### src/rtl/aux_sysctl_pkg.sv
package aux_sysctl_pkg;
  localparam int DATA_W  = 32;
  localparam int BYTE_W  = 8;
  localparam int LED_W   = 16;
  localparam int NUM_SEL = 7;

  // select positions from the bus decoder
  localparam int SEL_CFG  = 0;
  localparam int SEL_DIAG = 1;
  localparam int SEL_MDM  = 2;
  localparam int SEL_LED  = 3;
  localparam int SEL_SYS  = 4;
  localparam int SEL_AUX1 = 5;
  localparam int SEL_AUX2 = 6;
  localparam int NUM_BYTE_REGS = 3;  // cfg, diag, mdm occupy selects 0..2

  localparam int CFG_PF_EN_BIT = 3;
  localparam int AUX1_TC_BIT   = 1;
  localparam int AUX2_OFF_BIT  = 0;
  localparam int AUX2_CLR_BIT  = 1;
  localparam int AUX2_PF_BIT   = 5;
  localparam int SYS_RST_BIT   = 0;
  localparam int SYS_STAT_BIT  = 1;
endpackage

### src/rtl/aux_pf_sync.sv
module aux_pf_sync #(
  parameter int STAGES = 2
) (
  input  logic clk_i,
  input  logic rst_ni,
  input  logic async_i,
  output logic sync_o,
  output logic chg_o    // synchronised level about to change on next edge
);
  logic [STAGES-1:0] q;

  always_ff @(posedge clk_i or negedge rst_ni) begin
    if (!rst_ni) q <= '0;
    else         q <= {q[STAGES-2:0], async_i};
  end

  assign sync_o = q[STAGES-1];
  assign chg_o  = q[STAGES-1] ^ q[STAGES-2];
endmodule

### src/rtl/aux_pwr_ctrl.sv
module aux_pwr_ctrl
  import aux_sysctl_pkg::*;
(
  input  logic              clk_i,
  input  logic              rst_ni,
  input  logic              soft_clr_i,
  input  logic              wr_i,
  input  logic [BYTE_W-1:0] wdata_i,
  input  logic              pf_next_i,
  input  logic              pf_chg_i,
  input  logic              en_i,
  output logic              off_q_o,
  output logic              pf_st_o,
  output logic              off_req_o
);
  always_ff @(posedge clk_i or negedge rst_ni) begin
    if (!rst_ni) begin
      off_q_o   <= 1'b0;
      pf_st_o   <= 1'b0;
      off_req_o <= 1'b0;
    end else begin
      off_req_o <= wr_i & wdata_i[AUX2_OFF_BIT];
      if (soft_clr_i) begin
        off_q_o <= 1'b0;
        pf_st_o <= 1'b0;
      end else begin
        if (wr_i) begin
          off_q_o <= wdata_i[AUX2_OFF_BIT];
          if (wdata_i[AUX2_CLR_BIT]) pf_st_o <= 1'b0;
        end
        // a level change of the synchronised input overrides a same-cycle clear
        if (pf_chg_i) pf_st_o <= pf_next_i & en_i;
      end
    end
  end

  AST_PF_NO_SW_SET: assert property (@(posedge clk_i) disable iff (!rst_ni)
    $rose(pf_st_o) |-> $past(pf_chg_i && pf_next_i && en_i));
  AST_PF_CLR: assert property (@(posedge clk_i) disable iff (!rst_ni)
    (wr_i && wdata_i[AUX2_CLR_BIT] && !pf_chg_i) |=> !pf_st_o);
  AST_OFF_PULSE: assert property (@(posedge clk_i) disable iff (!rst_ni)
    off_req_o |-> $past(wr_i && wdata_i[AUX2_OFF_BIT]));
endmodule

### src/rtl/aux_sysctl_regs.sv
module aux_sysctl_regs
  import aux_sysctl_pkg::*;
#(
  parameter int ADDR_W    = 2,
  parameter int PF_STAGES = 2
) (
  input  logic               clk_i,
  input  logic               rst_ni,
  input  logic               soft_rst_i,
  input  logic [NUM_SEL-1:0] sel_i,
  input  logic [ADDR_W-1:0]  addr_i,
  input  logic               wr_i,
  input  logic [DATA_W-1:0]  wdata_i,
  output logic [DATA_W-1:0]  rdata_o,
  input  logic               pwr_fail_i,
  output logic               irq_o,
  output logic               tc_o,
  output logic               pwroff_req_o,
  output logic               sysrst_req_o
);
  localparam logic [BYTE_W-1:0] AUX1_MASK = ~(BYTE_W'(1) << AUX1_TC_BIT);

  logic [NUM_SEL-1:0] we;
  logic [DATA_W-1:0]  rd_vec [NUM_SEL];
  logic [BYTE_W-1:0]  byte_q [NUM_BYTE_REGS];
  logic [BYTE_W-1:0]  aux1_q;
  logic [LED_W-1:0]   led_q;
  logic               sys_st_q;
  logic               off_q, pf_st, pf_sync, pf_chg;
  logic               at_zero;
  logic               unused_wdata;

  assign we      = sel_i & {NUM_SEL{wr_i}};
  assign at_zero = (addr_i == '0);
  assign unused_wdata = ^wdata_i[DATA_W-1:LED_W];

  // plain byte registers; diagnostic survives soft reset
  for (genvar g = 0; g < NUM_BYTE_REGS; g++) begin : g_byte
    localparam bit SOFT_CLR = (g != SEL_DIAG);
    always_ff @(posedge clk_i or negedge rst_ni) begin
      if (!rst_ni)                     byte_q[g] <= '0;
      else if (SOFT_CLR && soft_rst_i) byte_q[g] <= '0;
      else if (we[g])                  byte_q[g] <= wdata_i[BYTE_W-1:0];
    end
    assign rd_vec[g] = DATA_W'(byte_q[g]);
  end

  always_ff @(posedge clk_i or negedge rst_ni) begin
    if (!rst_ni) begin
      aux1_q <= '0;
      tc_o   <= 1'b0;
    end else begin
      tc_o <= we[SEL_AUX1] & wdata_i[AUX1_TC_BIT];
      if (soft_rst_i)          aux1_q <= '0;
      else if (we[SEL_AUX1])   aux1_q <= wdata_i[BYTE_W-1:0] & AUX1_MASK;
    end
  end

  always_ff @(posedge clk_i or negedge rst_ni) begin
    if (!rst_ni)                    led_q <= '0;
    else if (we[SEL_LED] && at_zero) led_q <= wdata_i[LED_W-1:0];
  end

  always_ff @(posedge clk_i or negedge rst_ni) begin
    if (!rst_ni) begin
      sys_st_q     <= 1'b0;
      sysrst_req_o <= 1'b0;
    end else begin
      sysrst_req_o <= we[SEL_SYS] & at_zero & wdata_i[SYS_RST_BIT];
      if (we[SEL_SYS] && at_zero && wdata_i[SYS_RST_BIT]) sys_st_q <= 1'b1;
    end
  end

  aux_pf_sync #(.STAGES(PF_STAGES)) u_sync (
    .clk_i   (clk_i),
    .rst_ni  (rst_ni),
    .async_i (pwr_fail_i),
    .sync_o  (pf_sync),
    .chg_o   (pf_chg)
  );

  logic pf_next;
  assign pf_next = ~pf_sync;  // value the synchronised level takes on a change

  aux_pwr_ctrl u_pwr (
    .clk_i      (clk_i),
    .rst_ni     (rst_ni),
    .soft_clr_i (soft_rst_i),
    .wr_i       (we[SEL_AUX2]),
    .wdata_i    (wdata_i[BYTE_W-1:0]),
    .pf_next_i  (pf_next),
    .pf_chg_i   (pf_chg),
    .en_i       (byte_q[SEL_CFG][CFG_PF_EN_BIT]),
    .off_q_o    (off_q),
    .pf_st_o    (pf_st),
    .off_req_o  (pwroff_req_o)
  );

  assign irq_o = pf_st & byte_q[SEL_CFG][CFG_PF_EN_BIT];

  always_comb begin
    rd_vec[SEL_LED]  = at_zero ? DATA_W'(led_q) : '0;
    rd_vec[SEL_SYS]  = at_zero ? (DATA_W'(sys_st_q) << SYS_STAT_BIT) : '0;
    rd_vec[SEL_AUX1] = DATA_W'(aux1_q);
    rd_vec[SEL_AUX2] = (DATA_W'(pf_st) << AUX2_PF_BIT) | (DATA_W'(off_q) << AUX2_OFF_BIT);
    rdata_o = '0;
    for (int i = 0; i < NUM_SEL; i++)
      if (sel_i[i]) rdata_o = rdata_o | rd_vec[i];
  end

  AST_SEL_ONEHOT: assert property (@(posedge clk_i) disable iff (!rst_ni)
    $onehot0(sel_i));
  AST_TC_PULSE: assert property (@(posedge clk_i) disable iff (!rst_ni)
    tc_o |-> $past(wr_i && sel_i[SEL_AUX1] && wdata_i[AUX1_TC_BIT]));
  AST_SYSRST_CAUSE: assert property (@(posedge clk_i) disable iff (!rst_ni)
    sysrst_req_o |-> $past(wr_i && sel_i[SEL_SYS] && addr_i == '0 && wdata_i[SYS_RST_BIT]));
  AST_SOFT_KEEP_DIAG: assert property (@(posedge clk_i) disable iff (!rst_ni)
    (soft_rst_i && !we[SEL_DIAG]) |=> $stable(byte_q[SEL_DIAG]));
  AST_SOFT_CLR_CFG: assert property (@(posedge clk_i) disable iff (!rst_ni)
    soft_rst_i |=> (byte_q[SEL_CFG] == '0 && !irq_o));
  AST_IRQ_LEVEL: assert property (@(posedge clk_i) disable iff (!rst_ni)
    irq_o |-> (rdata_o[AUX2_PF_BIT] || !sel_i[SEL_AUX2]));
endmodule

### config.mk
export PLATFORM = sky130hd
export DESIGN_NAME = aux_sysctl_regs
export DESIGN_NICKNAME = d
export VERILOG_FILES = /design/src/rtl/aux_sysctl_pkg.sv /design/src/rtl/aux_pf_sync.sv /design/src/rtl/aux_pwr_ctrl.sv /design/src/rtl/aux_sysctl_regs.sv
export SDC_FILE = /design/constraint.sdc
export NUM_CORES = 1
export LEC_CHECK = 0
export BUFFER_PORTS_ARGS = -buffer_cell sky130_fd_sc_hd__buf_2
export CAP_MARGIN = 20
export CORE_MARGIN = 1
export CORE_UTILIZATION = 46
export CTS_CLUSTER_DIAMETER = 30
export DETAILED_ROUTE_END_ITERATION = 10
export PLACE_DENSITY = 0.84
export REMOVE_ABC_BUFFERS = 1
export SYNTH_ARGS = -nofsm -noshare
export SYNTH_HDL_FRONTEND = slang
export SYNTH_HIERARCHICAL = 1
export SYNTH_SLANG_ARGS = --single-unit
### constraint.sdc
create_clock -name clk_i -period 1.5 [get_ports clk_i]
set_input_delay 0.225 -clock clk_i [delete_from_list [all_inputs] [get_ports clk_i]]
set_output_delay 0.225 -clock clk_i [all_outputs]
set_load 0.1 [all_outputs]
==> results.md <==
- Static Leakage: roughly 0.0016 uW
- DR WL met2: between 2000 and 3000 um
- Clock-pin slew on the worst setup and hold paths: about 0.09 ns
- Reg2Reg Capture Point: led_q[5]$_DFFE_PN0P_
- Core area: about 5700 um2
- Largest family of logic cells by synthesized area: compound AO/OA/AOI/OAI gates
- Seq cells post-synth: 55
- GR Overflow Total: 0
- Via density: ~5.5
- Cells after DPL: between 300 and 400
- Area share of xor/xnor cells in the synthesized design: 0.003145
- Cells after Synth: about 240
- Async set or reset register ratio after synthesis: 1.000
- Std-Cell Rows: 27
- Top_reg_cell synth: dfrtp_1
- TritonCTS clock tree: built
- Failing checks: negative setup slack
- Worst setup SP type: flop
- Critical Path RT: around 1.3 ns
- Post-synth top cells: dfrtp_1, nand3_1, a21oi_1
- Post-Synth Simple-Gate Area: 0.1092
- Gpl congestion: a little over 0.8
- Crit. End Element: output pin
- Via Count: 2019
- Clk root buf: clkbuf_8
- Min-delay src: pwr_fail_i
- Die W: 79.81 um
- Met3 wire length: roughly 270 um
- Number of global-route vias before repair: between 2000 and 2500
- Reg2Reg Setup Slack: between 0.5 and 0.6 ns
- Worst-Margin Slew: 0.5312 ns
- Outcome: finished with violations
- I/O Pins: slightly above 80
- Post-route DRC: 0
- Warning count from the yosys run: 6
- Top cells by area, synth: dfrtp_1, a21bo_2, mux2_2
- Most instantiated library cell after synthesis: dfrtp_1
- Initial antenna violation count: 0
- Global-route usage over all layers: 0.1992
- Post-synth EDFFs: 0
- 1st-pass router iterations: 5
- Worst min path class: in -> reg
- Setup violators final: 8
- Worst Hold Depth: 1
- WL per Instance: ~16 um
- Worst-case clock buffer depth: 2
- Syn Std Cell Area: ~2800 um2
- CTS buffer count: 5
- First-pass GRT wire length: 9722 um
- Setup Skew: around 0.00016 ns
- Max VDD drop: around 0.63 mV
- Number of max-cap violations: 0
- Overall die height: between 70 and 80 um
- WL final: between 5000 and 6000 um
- Fmax achieved: approximately 590 MHz
- Synth unique cells: 33
- RSZ-0062 raised after global routing: yes
- Share of the synthesized area in the top cell type: 0.4942
- Arr. time, crit path: about 1.5 ns
- Initial DRC count: 100
- Slew margin rel.: 0.6459
- Clock Latency Late Sink: about 0.30 ns
- Post-Syn Area per Cell: between 10 and 15 um2
- Die area: 6370 um2
- Sink Count: 55
- Final Max Slew Viols: 0
- Area leader, netlist: dfrtp_1
- Compound-Gate Fraction of Synth Area: 0.2013
- Port Buffers: a little under 50
- Cell Pwr Density: 1080 nW/um2
- Antenna viol nets, final: 0
- Layout cells sized above 1: 0.4490
- Synth Area in Adders: 0
- Fin area: ~3500 um2
- DR top layer: met4
- N_diodes: 0
- # nets final: around 340
- Final min period: approximately 1.7 ns
- Fin. Hold Viols: 0
- Final worst-path cycle share: 1.127
- Area growth, synth to finish: 25.16%
- Hold Path End: u_sync/q[0]$_DFF_PN0_
- Setup WS post-layout: -0.1910 ns
- CP max FO: 2
- Post-synthesis sequential area ratio: 0.4942
- H-Tree Depth: 2
- Reg2Reg Depth: 3
- Reg-to-reg critical path startpoint: led_q[5]$_DFFE_PN0P_
- Post-DP Area: around 3300 um2
- WS Path Type: reg -> out
- Cell Count, Final, Fillers Out: roughly 370
- Post-DP HPWL: ~4000 um
- Mux share of post-synthesis cell area: 0.1105
- Initial Utilization: 0.4907
- Met1 Wirelength: approximately 2600 um
- Largest net degree at the start of global routing: 40
-- cell usage in the layout (no fill, tap or decap), types with 3 or more instances in the layout --
cell,n
a211o_1,5
a21bo_2,23
a21oi_1,24
a222oi_1,3
a22o_1,10
a22oi_1,3
and2_1,10
buf_12,17
buf_2,32
buf_4,20
clkbuf_8,5
conb_1,16
dfrtp_1,55
mux2_2,14
mux2_4,10
nand3_1,24
-- worst max-delay path, cell delays in order, from the launching register on --
cell     delay, ns
dfrtp_1       0.34
or4bb_4       0.53
nand3_2       0.12
buf_12        0.18
-- sequential cells by signal, summed over array words and instances (netlist names) --
| signal | count |
|---|---|
| aux1_q | 7 |
| byte_q | 24 |
| led_q | 16 |
| sys_st_q | 1 |
| sysrst_req_o | 1 |
| tc_o | 1 |
| u_pwr/off_q_o | 1 |
| u_pwr/off_req_o | 1 |
| u_pwr/pf_st_o | 1 |
| u_sync/q | 2 |
-- where the power goes --
| part | internal, uW | total [uW] | switching (uW) | leakage [uW] |
|---|---|---|---|---|
| clock | 313 | 746 | 434 | 0.0000371 |
| combinational | 490 | 1290 | 801 | 0.000909 |
| sequential | 1650 | 1730 | 82.0 | 0.000700 |
-- per-layer routing --
| metal | global-route usage | up-vias |
|---|---|---|
| li1 | - | 943 |
| met1 | 0.2559 | 999 |
| met2 | 0.3359 | 71 |
| met3 | 0.04000 | 6 |
| met4 | 0.06429 | 0 |
| met5 | 0 | - |
-- worst max path at each step --
stage / startpoint / to / slack (ns)
4_1_cts: byte_q[17]$_DFFE_PN0P_ / rdata_o[1] / -0.22
2_1_floorplan: led_q[1]$_DFFE_PN0P_ / rdata_o[1] / -1.37
6_report: led_q[0]$_DFFE_PN0P_ / rdata_o[0] / -0.19
3_5_place_dp: addr_i[1] / rdata_o[5] / -0.08
5_1_grt: byte_q[17]$_DFFE_PN0P_ / rdata_o[1] / -0.32
3_3_place_gp: addr_i[1] / rdata_o[5] / -0.08
-- kinds of logic after synthesis --
kind of cell           Yosys count
buffers and inverters           36
other                            1
flip-flops                      55
XOR/XNOR                         1
multiplexers                    24
AND/OR/NAND/NOR                 48
AO/OA/AOI/OAI                   71
-- timing repair --
item                                   in CTS  in global routing
gates resized for setup                     6                  2
pin swaps                                  12                  6
setup buffers                               2                  1
hold buffers                                1                  0
endpoints found under the hold margin      16                  0
setup endpoints to repair                   8                 16
-- per-stage QoR --
stage               hold slack (ns)  power [uW]  TNS, ns  setup slack, ns    util
global route               0.008094        3935   -1.553          -0.3206  0.6142
detailed placement           0.1853        3016  -0.2593         -0.07501  0.5899
finish                      0.02797        3765   -1.056          -0.1910  0.6142
floorplan                  -0.07059        2574   -5.748           -1.365       -
global placement             0.1847        2989  -0.2406         -0.07700  0.5899
CTS                         0.01902        3778   -1.178          -0.2193  0.6111
-- area by class of cell --
| type | instances | area, um2 |
|---|---|---|
| clock buffers | 6 | 72.57 |
| fillers | 455 | 2190 |
| inverters | 2 | 7.507 |
| multi-input cells | 160 | 1267 |
| flip-flops and latches | 55 | 1376 |
| well taps | 72 | 90.09 |
| repair buffers | 71 | 671.9 |
(Power assumes the default switching activity.)
